===== config.mk =====
export PLATFORM = sky130hd
export DESIGN_NAME = csr_bank
export DESIGN_NICKNAME = d
export VERILOG_FILES = /design/src/rtl/csr_bank_pkg.sv /design/src/rtl/rf_addr_dec.sv /design/src/rtl/rf_reg_slot.sv /design/src/rtl/rf_rd_mux.sv /design/src/rtl/csr_bank.sv
export SDC_FILE = /design/constraint.sdc
export NUM_CORES = 1
export LEC_CHECK = 0
export BUFFER_PORTS_ARGS = -buffer_cell sky130_fd_sc_hd__buf_2
export CELL_PAD_IN_SITES_DETAIL_PLACEMENT = 0
export CELL_PAD_IN_SITES_GLOBAL_PLACEMENT = 2
export CORE_AREA = 5 5 188 190
export CTS_BUF_LIST = sky130_fd_sc_hd__clkbuf_16
export DETAILED_ROUTE_END_ITERATION = 10
export DIE_AREA = 0 0 193 195
export GPL_ROUTABILITY_DRIVEN = 1
export PLACE_DENSITY_LB_ADDON = 0.12
export RECOVER_POWER = 25
export SETUP_SLACK_MARGIN = 0.15
export SLEW_MARGIN = 20
export SYNTH_ARGS = -nofsm -noshare
export SYNTH_HDL_FRONTEND = slang
export SYNTH_SLANG_ARGS = --single-unit

===== constraint.sdc =====
create_clock -name clk_i -period 3.61 [get_ports clk_i]
set_input_delay 1.083 -clock clk_i [delete_from_list [all_inputs] [get_ports clk_i]]
set_output_delay 1.083 -clock clk_i [all_outputs]
set_load 0.01 [all_outputs]

===== src/rtl/csr_bank_pkg.sv =====
package csr_bank_pkg;
  localparam int DW   = 32;
  localparam int AW   = 32;
  localparam int NREG = 4;
  localparam int NFLD = 8;
  localparam int ASTEP = DW / 8;

  typedef enum logic [1:0] {ACC_RW, ACC_RO, ACC_WO} acc_e;

  localparam logic [AW-1:0] ADDR_AUTO = '1;

  // field table
  localparam int   FLD_REG [NFLD] = '{0, 0, 0, 1, 1, 2, 2, 3};
  localparam int   FLD_LSB [NFLD] = '{0, 4, 16, 0, 8, 0, 16, 0};
  localparam int   FLD_W   [NFLD] = '{1, 4, 16, 8, 1, 16, 1, 32};
  localparam acc_e FLD_ACC [NFLD] = '{ACC_RW, ACC_RW, ACC_RW, ACC_RO, ACC_RO,
                                      ACC_WO, ACC_WO, ACC_RW};
  localparam bit   FLD_SC  [NFLD] = '{1'b1, 1'b0, 1'b0, 1'b0, 1'b0,
                                      1'b0, 1'b1, 1'b0};

  localparam logic [DW-1:0] REG_RST  [NREG] = '{32'h0000_0050, 32'h0000_0100,
                                               32'h0000_0000, 32'hDEAD_BEEF};
  localparam logic [AW-1:0] REG_AREQ [NREG] = '{ADDR_AUTO, 32'h0000_0000,
                                               ADDR_AUTO, 32'h0000_0010};

  function automatic logic [DW-1:0] fld_mask(input int f);
    logic [2*DW-1:0] m;
    m = ((2*DW)'(1) << FLD_W[f]) - (2*DW)'(1);
    m = m << FLD_LSB[f];
    return m[DW-1:0];
  endfunction

  function automatic logic [DW-1:0] wr_mask(input int r);
    logic [DW-1:0] m = '0;
    for (int f = 0; f < NFLD; f++)
      if (FLD_REG[f] == r && FLD_ACC[f] != ACC_RO) m |= fld_mask(f);
    return m;
  endfunction

  function automatic logic [DW-1:0] rd_mask(input int r);
    logic [DW-1:0] m = '0;
    for (int f = 0; f < NFLD; f++)
      if (FLD_REG[f] == r && FLD_ACC[f] != ACC_WO) m |= fld_mask(f);
    return m;
  endfunction

  function automatic logic [DW-1:0] sc_mask(input int r);
    logic [DW-1:0] m = '0;
    for (int f = 0; f < NFLD; f++)
      if (FLD_REG[f] == r && FLD_SC[f] && FLD_ACC[f] != ACC_RO) m |= fld_mask(f);
    return m;
  endfunction

  // lowest free word address, allocated in table order
  function automatic logic [AW-1:0] reg_addr(input int r);
    logic [AW-1:0] a [NREG];
    logic [AW-1:0] cand;
    logic          found, taken;
    for (int i = 0; i < NREG; i++) a[i] = REG_AREQ[i];
    for (int i = 0; i < NREG; i++) begin
      if (a[i] == ADDR_AUTO) begin
        found = 1'b0;
        for (int k = 0; k <= NREG; k++) begin
          cand  = AW'(k * ASTEP);
          taken = 1'b0;
          for (int j = 0; j < NREG; j++)
            if (a[j] == cand) taken = 1'b1;
          if (!found && !taken) begin
            a[i]  = cand;
            found = 1'b1;
          end
        end
      end
    end
    return a[r];
  endfunction
endpackage


===== src/rtl/rf_addr_dec.sv =====
module rf_addr_dec
  import csr_bank_pkg::*;
(
  input  logic            clk_i,
  input  logic            rst_ni,
  input  logic [AW-1:0]   addr_i,
  input  logic            cs_i,
  input  logic            rnw_i,
  output logic [NREG-1:0] hit_o,
  output logic [NREG-1:0] we_o,
  output logic            rd_en_o
);
  for (genvar r = 0; r < NREG; r++) begin : g_cmp
    localparam logic [AW-1:0] ADDR = reg_addr(r);
    assign hit_o[r] = (addr_i == ADDR);
    assign we_o[r]  = hit_o[r] & cs_i & ~rnw_i;
  end
  assign rd_en_o = cs_i & rnw_i;

  AST_HIT_ONEHOT: assert property (@(posedge clk_i) disable iff (!rst_ni)
    $onehot0(hit_o));
  AST_WE_NEEDS_CS: assert property (@(posedge clk_i) disable iff (!rst_ni)
    (|we_o) |-> (cs_i && !rnw_i));
endmodule


===== src/rtl/rf_reg_slot.sv =====
module rf_reg_slot
  import csr_bank_pkg::*;
#(
  parameter logic [DW-1:0] RST_VAL = '0,
  parameter logic [DW-1:0] WMASK   = '0,
  parameter logic [DW-1:0] SCMASK  = '0
) (
  input  logic          clk_i,
  input  logic          rst_ni,
  input  logic          we_i,
  input  logic [DW-1:0] wdata_i,
  input  logic [DW-1:0] ld_m_i,
  input  logic [DW-1:0] ld_d_i,
  output logic [DW-1:0] q_o,
  output logic          wstb_o
);
  localparam bit HAS_WR = (WMASK != '0);

  logic [DW-1:0] q_n;

  always_comb begin
    q_n = q_o & ~SCMASK;
    if (we_i) q_n = (q_n & ~WMASK) | (wdata_i & WMASK);
    q_n = (q_n & ~ld_m_i) | (ld_d_i & ld_m_i);  // logic side wins
  end

  always_ff @(posedge clk_i or negedge rst_ni) begin
    if (!rst_ni) begin
      q_o    <= RST_VAL;
      wstb_o <= 1'b0;
    end else begin
      q_o    <= q_n;
      wstb_o <= we_i & HAS_WR;
    end
  end

  AST_SC_DROP: assert property (@(posedge clk_i) disable iff (!rst_ni)
    !we_i |=> ((q_o & SCMASK) == '0));
  AST_STB_RISE: assert property (@(posedge clk_i) disable iff (!rst_ni)
    (we_i && HAS_WR) |=> wstb_o);
  AST_STB_IDLE: assert property (@(posedge clk_i) disable iff (!rst_ni)
    !we_i |=> !wstb_o);
  AST_RO_KEEP: assert property (@(posedge clk_i) disable iff (!rst_ni)
    (ld_m_i == '0) |=> ((q_o & ~WMASK) == $past(q_o & ~WMASK)));
endmodule


===== src/rtl/rf_rd_mux.sv =====
module rf_rd_mux
  import csr_bank_pkg::*;
(
  input  logic                     clk_i,
  input  logic                     rst_ni,
  input  logic [NREG-1:0][DW-1:0]  q_i,
  input  logic [NREG-1:0]          hit_i,
  input  logic                     rd_en_i,
  output logic [DW-1:0]            rdata_o
);
  always_comb begin
    rdata_o = '0;
    for (int r = 0; r < NREG; r++)
      if (rd_en_i && hit_i[r]) rdata_o |= q_i[r] & rd_mask(r);
  end

  AST_RD_IDLE_ZERO: assert property (@(posedge clk_i) disable iff (!rst_ni)
    !rd_en_i |-> (rdata_o == '0));
  AST_RD_MISS_ZERO: assert property (@(posedge clk_i) disable iff (!rst_ni)
    (hit_i == '0) |-> (rdata_o == '0));
endmodule


===== src/rtl/csr_bank.sv =====
module csr_bank
  import csr_bank_pkg::*;
(
  input  logic                    clk_i,
  input  logic                    rst_ni,
  input  logic [AW-1:0]           addr_i,
  input  logic                    cs_i,
  input  logic                    rnw_i,
  input  logic [DW-1:0]           wdata_i,
  output logic [DW-1:0]           rdata_o,
  output logic [NREG-1:0][DW-1:0] hw_val_o,
  output logic [NREG-1:0]         hw_wstb_o,
  input  logic [NFLD-1:0]         hw_ld_i,
  input  logic [NFLD-1:0][DW-1:0] hw_ld_val_i
);
  logic [NREG-1:0]         hit, we;
  logic                    rd_en;
  logic [NREG-1:0][DW-1:0] q, ld_m, ld_d;

  rf_addr_dec u_dec (
    .clk_i, .rst_ni, .addr_i, .cs_i, .rnw_i,
    .hit_o(hit), .we_o(we), .rd_en_o(rd_en)
  );

  // per-field loads folded into per-register masks
  always_comb begin
    ld_m = '0;
    ld_d = '0;
    for (int f = 0; f < NFLD; f++) begin
      if (FLD_ACC[f] == ACC_RO && hw_ld_i[f]) begin
        ld_m[FLD_REG[f]] |= fld_mask(f);
        ld_d[FLD_REG[f]] |= (hw_ld_val_i[f] << FLD_LSB[f]) & fld_mask(f);
      end
    end
  end

  for (genvar r = 0; r < NREG; r++) begin : g_reg
    localparam logic [DW-1:0] WM = wr_mask(r);
    rf_reg_slot #(
      .RST_VAL(REG_RST[r]), .WMASK(WM), .SCMASK(sc_mask(r))
    ) u_slot (
      .clk_i, .rst_ni,
      .we_i(we[r]), .wdata_i,
      .ld_m_i(ld_m[r]), .ld_d_i(ld_d[r]),
      .q_o(q[r]), .wstb_o(hw_wstb_o[r])
    );
    assign hw_val_o[r] = q[r] & WM;
  end

  rf_rd_mux u_rd (
    .clk_i, .rst_ni, .q_i(q), .hit_i(hit), .rd_en_i(rd_en), .rdata_o
  );
endmodule


## Word-level counts from Yosys, hierarchy flattened

Cells that the tools add are included.

| storage, ports and cells | value |
|---|---|
| word-level logic and storage cells | 48 |
| flip-flop bits (word level) | 131 |

| cells by class | value |
|---|---|
| mux-type cells | 12 |
| bitwise logic cells | 20 |
| equality and inequality tests | 3 |
| reduce and logical (&&, ||, !) cells | 4 |

Operators by type and width:

| operator | count |
|---|---|
| two-way mux 32 bit | 7 |
| AND 32 bit | 4 |
| OR 32 bit | 3 |
| AND 32 x 9 -> 32 bit | 1 |
| == test 32 x 3 -> 1 bit (second input constant) | 1 |
| == test 32 x 4 -> 1 bit (second input constant) | 1 |
| == test 32 x 5 -> 1 bit (second input constant) | 1 |
| logical NOT 32 bit | 1 |
| NOT 9 -> 32 bit | 1 |
| OR 16 x 32 -> 32 bit | 1 |
| OR 32 x 17 -> 32 bit | 1 |
| two-way mux 17 bit | 1 |
| two-way mux 8 bit | 2 |
| two-way mux 9 bit | 1 |
| OR 8 x 9 -> 9 bit | 1 |
| AND 1 bit | 7 |
| logical AND 1 bit | 3 |
| two-way mux 1 bit | 1 |
| NOT 1 bit | 1 |

## Logic depth before layout (Yosys ltp)

Gate-level depths: netlist of the first run.

| depth | value |
|---|---|
| depth in word-level cells | 9 |
| mapped depth | 6 |
| gate-level depth less buffers | 4 |

## Modules after synthesis

Synthesis of the first run repeated with hierarchy kept, for this count alone.

| second synthesis, totals | value |
|---|---|
| cells, all modules | 550 |
| area, all modules | 6,607.6 sq um |

Modules (own cells, without submodules):

| module | seq. area each (sq um) | instances | cells an instance | area an instance (sq um) |
|---|---|---|---|---|
| rf_reg_slot at g_reg[3].u_slot | 855.8 | 1 | 133 | 1,527.7 |
| rf_reg_slot at g_reg[0].u_slot | 828.3 | 1 | 110 | 1,391.3 |
| rf_reg_slot at g_reg[2].u_slot | 825.8 | 1 | 101 | 1,338.8 |
| rf_reg_slot at g_reg[1].u_slot | 802.0 | 1 | 66 | 1,293.7 |
| csr_bank | 0.0 | 1 | 68 | 495.5 |
| rf_rd_mux | 0.0 | 1 | 45 | 375.4 |
| rf_addr_dec | 0.0 | 1 | 27 | 185.2 |

## Worst setup path after synthesis of the first run

Ideal clock, no wire load.

| timing path | value |
|---|---|
| path type | input port to output port |
| start | input addr_i[29] |
| end | output rdata_o[0] |
| stages on the path | 6 |
| slack | 3 ps |
| required time | 2,527 ps |
| data arrival time | 2,524 ps |
| path through | nor4_2 > nand3_2 > or2_2 > clkbuf_1 > clkbuf_1 > a31oi_1 |

| between the ends | value |
|---|---|
| cells in the longest elaborated chain, start to end | 7 |

Ends and longest elaborated chain:

| item | line | RTL |
|---|---|---|
| from (decl) | csr_bank.sv:6 | `input logic [AW-1:0] addr_i,` |
| == test 32 x 3 -> 1 bit | rf_addr_dec.sv:15 | `assign hit_o[r] = (addr_i == ADDR);` |
| logical AND 1 bit | rf_rd_mux.sv:14 | `if (rd_en_i && hit_i[r]) rdata_o \|= q_i[r] & rd_mask(r);` |
| two-way mux 32 bit | rf_rd_mux.sv:14 |  |
| OR 32 bit | rf_rd_mux.sv:14 |  |
| two-way mux 32 bit | rf_rd_mux.sv:14 |  |
| OR 32 bit | rf_rd_mux.sv:14 |  |
| two-way mux 32 bit * | rf_rd_mux.sv:14 |  |
| to (decl) | csr_bank.sv:10 | `output logic [DW-1:0] rdata_o,` |

Mark *: on every way between the ends. The rest lies on a longest branch, timed or not.

## Worst setup path in the final report of the first run

| timing path | value |
|---|---|
| start | input addr_i[14] |
| end | output rdata_o[27] |

The elaborated chain is that of the path after synthesis.

==> summary.md, run 1 <==
| Metric | Value |
|---|---|
| HP Class | `reg2reg` |
| Power per cell area | `310 nW/um^2` |
| Synthesized flop and latch total | `82` |
| RSZ-0062 raised after global routing | `yes` |
| Pint | `0.00161 W` |
| Sw Share | `0.255` |
| Sink Count | `82` |
| Post-Syn Area | `4400 sq um` |
| Achievable frequency | `265 MHz` |
| Critical Path Max Stage Delay | `0.39 ns` |
| Run status | `complete, but fails checks` |
| CP cell instances | `buf_6, nor4_4, nand3_2, nor4_4, buf_6, buf_4, buf_16, o2bb2ai_2, buf_2` |
| Worst endpoint required time | `2.53 ns` |
| Tightest Pin Transition | `1.64 ns` |
| Core box area | `33300 sq um` |
| Largest net degree at the start of global routing | `56` |
| Post-synth EDFFs | `0` |
| Count of cell types in the netlist | `31` |
| Register share of total power | `0.433` |
| CP max-delay cell | `nor4_4` |
| Worst-Skew Late Latency | `0.34 ns` |
| Vias per inst | `3.48` |
| Die Span Y | `195 microns` |
| Initial Util | `0.132` |
| Period minus WS final | `3.77 ns` |
| I/O pins | `496` |
| Vias | `3541` |
| GRT Total Usage | `0.0998` |
| Total gr overflow | `0` |
| Worst Min Path Start | `g_reg[2].u_slot.q_o[13]` |
| Post-DP HPWL | `13900 microns` |
| Critical Path Sink Type | `output port` |
| R2R Path End | `g_reg[0].u_slot.q_o[7]` |
| Leakage | `3.31 nW` |
| Final Skew | `0 ns` |
| Total power | `0.00217 W` |
| WHS Endpoint | `g_reg[2].u_slot.q_o[13]` |
| Reg area | `2090 sq um` |
| Final Max Tran Viols | `55` |
| Bufs and invs on worst path | `5` |
| Pre-CTS setup slack | `-0.202 ns` |
| Reg2reg setup slack | `2.79 ns` |
| Depth of the most critical reg-to-reg path | `1` |
| Antenna violations before repair | `8` |
| Synthesis-to-layout area growth | `58.5%` |
| CTS Buf Count | `9` |
| Drt first pass iters | `4` |
| Switching power | `0.000553 W` |
| Gpl congestion | `0.716` |
| CTS tree | `yes` |
| Setup ws final | `-0.161 ns` |
| Period utilization | `1.04` |
| Max-slew headroom | `-0.0942` |
| Startpoint Class | `input pin` |
| DRC Markers | `0` |
| Die area | `37600 sq um` |
| CTS clock-pin slew for the worst setup and hold paths | `0.07 ns` |
| Total negative setup slack | `-4.03 ns` |
| I/O Buffers | `183` |
| Antenna viol nets, final | `0` |
| Final setup vio count | `32` |
| CP startpoint | `addr_i[14]` |
| Yosys warns | `0` |
| Hold_buf cts | `0` |
| Register area share after synthesis | `0.474` |
| Layout cell share with drive strength beyond 1 | `0.701` |
| Final hold violations | `0` |
| Filler cell count | `3656` |
| First-pass GRT wire length | `27400 microns` |
| Failing checks | `max-capacitance violations, max-slew violations, negative setup slack` |
| Synth Flop Type | `dfrtp_1` |
| Multi-input gate area | `2320 sq um` |
| Cells after synthesis | `347` |
| Mapped Avg Cell Area | `12.7 sq um` |
| # nets final | `896` |
| CP delay by family, top | `simple AND/OR/NAND/NOR gates` |
| Async SR Flop Fraction | `1.00` |
| CP arrival | `2.69 ns` |
| Crit path kind | `in2out` |
| Total Wirelength | `19600 microns` |
| Max cap viols | `1` |
| Per-cell routed wire length | `19.3 microns` |
| Placed insts | `979` |
| Hold depth | `1` |
| H-tree depth | `3` |
| Clk network pwr share | `0.490` |
| Clk buf depth | `2` |
| Initial DRC Count | `98` |
| Vias in the first global route | `3886` |
| Die X-Extent | `193 microns` |
| Rows | `67` |
| ANT cells | `0` |
| Fin cells | `1017` |
| Peak supply drop | `0.218 mV` |
| Clk root buf | `clkbuf_16` |
| CP max FO | `7` |
| R2R Path Start | `g_reg[0].u_slot.q_o[7]` |
| Logic gate share of total power | `0.077` |
-- per-stage QoR --
step                      instance area [sq um]  utilization  hold WS, ns
after global placement                     6090        0.183        0.469
after detailed placement                   6090        0.183        0.473
after global routing                       6980        0.210        0.521
after floorplan                            4940            -        0.480
after CTS                                  6730        0.202        0.494
final                                      6980        0.210        0.486
-- cells by family after synthesis --
kind of cell           after synthesis  share of synthesized area
AOI/OAI and AO/OA                   25                     0.0469
buffers and inverters               85                      0.133
DFF                                 82                      0.474
muxes                               77                      0.214
other                                1                   0.000852
and+or+nand+nor                     77                      0.132
-- how the worst max path moves through the flow --
| stage | endpoint | cells after the start | slack, ns |
|---|---|---|---|
| 2_1_floorplan | rdata_o[0] | 6 | 0.13 |
| 3_3_place_gp | rdata_o[23] | 7 | -0.19 |
| 3_5_place_dp | rdata_o[23] | 7 | -0.20 |
| 4_1_cts | rdata_o[31] | 9 | -0.19 |
| 5_1_grt | rdata_o[31] | 9 | -0.26 |
| 6_report | rdata_o[27] | 9 | -0.16 |
-- cells in the final DEF (no fill, tap or decap), drive strengths merged, types with 2 or more instances in the layout --
cell	count
a31oi	5
and2	10
and3	2
buf	227
bufinv	2
clkbuf	13
conb	59
dfrtp	55
dfstp	27
inv	5
mux2	77
nand2	4
nand3	12
nand4	27
nor2	2
nor3	2
nor4	11
o2bb2ai	20
or2	2
-- cells in the mapped netlist (3+ instances only) --
| library cell | number | share of area |
|---|---|---|
| nand3_1 | 10 | 0.011 |
| a31oi_1 | 5 | 0.0071 |
| buf_4 | 63 | 0.11 |
| nand2_1 | 4 | 0.0034 |
| buf_6 | 3 | 0.0077 |
| o2bb2ai_1 | 20 | 0.040 |
| dfrtp_1 | 55 | 0.31 |
| nand4_1 | 27 | 0.038 |
| mux2_2 | 50 | 0.13 |
| mux2_4 | 20 | 0.068 |
| buf_2 | 5 | 0.0057 |
| and2_1 | 10 | 0.014 |
| clkbuf_1 | 13 | 0.011 |
| dfstp_2 | 27 | 0.16 |
| mux2_1 | 7 | 0.018 |
| nor4_2 | 5 | 0.014 |
| nor4_4 | 5 | 0.024 |
-- power groups by stage --
| stage | Clock [W] | Sequential [W] | Combinational (W) |
|---|---|---|---|
| 2_1_floorplan | 0 | 0.000951 | 0.000108 |
| 5_1_grt | 0.00116 | 0.000939 | 0.000187 |
| 3_5_place_dp | 0 | 0.000953 | 0.000163 |
| 6_report | 0.00106 | 0.000937 | 0.000167 |
| 4_1_cts | 0.00113 | 0.000937 | 0.000168 |
| 3_3_place_gp | 0 | 0.000953 | 0.000161 |
-- layout make-up --
| class | instances | area share |
|---|---|---|
| clock buffer | 9 | 0.0323 |
| clock inverter | 7 | 0.0152 |
| inverter | 1 | 0.000538 |
| multi-input combinational | 239 | 0.333 |
| sequential | 82 | 0.299 |
| tap | 448 | 0.0803 |
| timing repair buffer | 231 | 0.240 |
-- routing by layer --
layer	vias up	track usage	part of all wire
li1	1588	-	-
met4	10	0.0278	0.014
met1	1713	0.130	0.43
met3	27	0.0509	0.13
met5	-	0	0.0031
met2	203	0.145	0.43
-- repair_timing --
action                     in CTS  in global routing
gates cloned                    4                  2
hold endpoints to repair        0                  0
pin swaps                       5                 25
setup buffers                  10                  6
setup endpoints to repair      32                 32
resized for setup              39                 34
Note: power is estimated with default switching activity, not from simulation.
==> run 2: changes to the inputs <==
--- a/config.mk
+++ b/config.mk
@@ -6,14 +6,11 @@
 export NUM_CORES = 1
 export LEC_CHECK = 0
 export BUFFER_PORTS_ARGS = -buffer_cell sky130_fd_sc_hd__buf_2
-export CELL_PAD_IN_SITES_DETAIL_PLACEMENT = 0
-export CELL_PAD_IN_SITES_GLOBAL_PLACEMENT = 2
-export CORE_AREA = 5 5 188 190
+export CORE_AREA = 5 5 189 191
 export CTS_BUF_LIST = sky130_fd_sc_hd__clkbuf_16
 export DETAILED_ROUTE_END_ITERATION = 10
-export DIE_AREA = 0 0 193 195
+export DIE_AREA = 0 0 194 196
 export GPL_ROUTABILITY_DRIVEN = 1
-export PLACE_DENSITY_LB_ADDON = 0.12
 export RECOVER_POWER = 25
 export SETUP_SLACK_MARGIN = 0.15
 export SLEW_MARGIN = 20
==> summary.md, run 2 (same netlist as run 1, synthesis figures left out) <==
| Metric | Value |
|---|---|
| Run status | `complete, but fails checks` |
| Failing checks | `max-capacitance violations, max-slew violations, negative setup slack` |
| Post-DP HPWL | `12700 microns (-9.1%)` |
| Depth of the most critical reg-to-reg path | `1 (unchanged)` |
| Power per cell area | `310 nW/um^2 (about the same)` |
| WHS Endpoint | `g_reg[2].u_slot.q_o[12]` |
| Leakage | `3.27 nW (-1.1%)` |
| Period utilization | `1.02 (-0.0247)` |
| Initial DRC Count | `86 (-12%)` |
| Clk network pwr share | `0.481 (-0.009)` |
| R2R Path End | `g_reg[0].u_slot.q_o[23]` |
| Worst-Skew Late Latency | `0.33 ns (about the same)` |
| Pint | `0.00161 W (-0.10%)` |
| Crit path kind | `in2out` |
| Tightest Pin Transition | `2.15 ns (+0.505 ns)` |
| WHS | `0.489 ns (+0.00288 ns)` |
| HP Class | `reg2reg` |
| Most frequent cells in the layout | `buf_2 (153), conb_1 (59), dfrtp_1 (55)` |
| Critical path's most frequent cell | `buf_6` |
| Multi-input gate area | `2310 sq um (-0.59%)` |
| Final hold violations | `0 (unchanged)` |
| Max-slew headroom | `-0.431 (-0.337)` |
| Total negative setup slack | `-1.45 ns (+2.59 ns)` |
| Critical Path Max Stage Delay | `0.33 ns (-0.06 ns)` |
| Period minus WS final | `3.68 ns (-0.0892 ns)` |
| Logic gate share of total power | `0.080 (+0.003)` |
| Vias per inst | `3.43 (-1.6%)` |
| Total gr overflow | `0 (unchanged)` |
| Critical Path Sink Type | `output port` |
| I/O pins | `496 (unchanged)` |
| Bufs and invs on worst path | `5 (unchanged)` |
| H-tree depth | `3 (unchanged)` |
| Die X-Extent | `194 microns (+0.52%)` |
| Sw Share | `0.246 (-0.00918)` |
| Total Wirelength | `17000 microns (-13%)` |
| Initial Util | `0.130 (-0.00260)` |
| CP cell instances | `buf_6, buf_6, nor4_4, and3_4, buf_12, buf_16, nand4_1, a31oi_4, buf_6` |
| Largest net degree at the start of global routing | `40 (-29%)` |
| CP max FO | `8 (+1)` |
| Worst endpoint required time | `2.53 ns (about the same)` |
| Startpoint Class | `input pin` |
| Peak supply drop | `0.201 mV (-7.6%)` |
| DRC Markers | `0 (unchanged)` |
| Reg2reg setup slack | `2.80 ns (about the same)` |
| Rows | `68 (+1.5%)` |
| CTS clock-pin slew for the worst setup and hold paths | `0.06 ns (about the same)` |
| Final Max Tran Viols | `40 (-27%)` |
| Max cap viols | `1 (unchanged)` |
| Setup ws final | `-0.0719 ns (+0.0892 ns)` |
| Hold depth | `1 (unchanged)` |
| Vias | `3488 (-1.5%)` |
| Clk buf depth | `2 (unchanged)` |
| Per-cell routed wire length | `16.7 microns (-13%)` |
| Worst Min Path Start | `g_reg[2].u_slot.q_o[12]` |
| CP delay by family, top | `simple AND/OR/NAND/NOR gates` |
| CP max-delay cell | `nor4_4` |
| RSZ-0062 raised after global routing | `yes` |
| Vias in the first global route | `3639 (-6.4%)` |
| Achievable frequency | `272 MHz (+2.4%)` |
| Gpl congestion | `0.731 (+2.0%)` |
| First-pass GRT wire length | `24300 microns (-11%)` |
| Final setup vio count | `32 (unchanged)` |
| Sink Count | `82 (unchanged)` |
| Antenna viol nets, final | `0 (unchanged)` |
| Layout cell share with drive strength beyond 1 | `0.698 (-0.00372)` |
| GRT Total Usage | `0.0851 (-0.0147)` |
| R2R Path Start | `g_reg[0].u_slot.q_o[23]` |
| Switching power | `0.000526 W (-4.9%)` |
| Die area | `38000 sq um (+1.0%)` |
| CTS Buf Count | `9 (unchanged)` |
| Core box area | `33900 sq um (+2.0%)` |
| CP arrival | `2.60 ns (-0.09 ns)` |
| Reg area | `2090 sq um (unchanged)` |
| Die Span Y | `196 microns (+0.51%)` |
| Commonest non-fill, non-tap cell in the layout | `buf_2` |
| Final Skew | `0 ns (unchanged)` |
| Clk root buf | `clkbuf_16` |
| Antenna violations before repair | `2 (-6)` |
| Filler cell count | `3671 (+0.41%)` |
| Drt first pass iters | `4 (unchanged)` |
| # nets final | `889 (-0.78%)` |
| I/O Buffers | `183 (unchanged)` |
| Register share of total power | `0.439 (+0.006)` |
| Synthesis-to-layout area growth | `56.4%` |
| CTS tree | `yes` |
==> run 2: changes by cell type in the layout (fill, tap and decap cells not counted), moves of 2 or more <==
cell and delta:
o2bb2ai_4 -2, buf_4 -8, o2bb2ai_2 +2, buf_6 +3, inv_6 -2, buf_12 -2
==> run 2: power by group through the flow <==
stage	clock [W]	sequential, W	combinational, W
final	0.00103	0.000938	0.000171
after global routing	0.00112	0.000939	0.000188
after CTS	0.00107	0.000938	0.000167
after detailed placement	0	0.000953	0.000158
after global placement	0	0.000953	0.000155
after floorplan	0	0.000951	0.000108
==> run 2: cell type report <==
class | instances | area share
flip-flops and latches | 82 | 0.303
diodes | 1 | 0.000363
repair buffers | 225 | 0.231
clock inverters | 7 | 0.0145
clock buffers | 9 | 0.0327
inverters | 1 | 0.000545
well taps | 455 | 0.0827
multi-input cells | 238 | 0.335
==> run 2: through the flow <==
stage	power [W]	instances	util	area [sq um]	worst slack [ns]
CTS	0.00218	1014	0.199	6750	-0.106
detailed placement	0.00111	990	0.179	6090	-0.184
global placement	0.00111	990	0.179	6090	-0.157
global route	0.00224	1018	0.203	6890	-0.161
floorplan	0.00106	405	-	4940	0.130
finish	0.00214	1018	0.203	6890	-0.0719
==> run 2: worst max path at each step <==
stage / start / to / slack, ns / depth (start not counted)
2_1_floorplan: addr_i[21] / rdata_o[0] / 0.13 / 6
3_3_place_gp: addr_i[7] / rdata_o[0] / -0.16 / 8
3_5_place_dp: addr_i[11] / rdata_o[15] / -0.18 / 7
4_1_cts: addr_i[6] / rdata_o[23] / -0.11 / 9
5_1_grt: addr_i[24] / rdata_o[1] / -0.16 / 8
6_report: addr_i[7] / rdata_o[4] / -0.07 / 9
==> run 2: repair_timing <==
action                     CTS  global route
hold buffers                 0             0
setup buffers                5             2
setup endpoints to repair   32            32
resized for setup           51            18
cloned                       3             1
pin swaps                   34            17
==> run 2: layer usage <==
metal	vias up	share of wire	global-route usage
met4	0	0.0064	0.0185
met3	8	0.080	0.0282
met1	1711	0.43	0.109
met5	-	0	0
li1	1579	-	-
met2	190	0.48	0.141
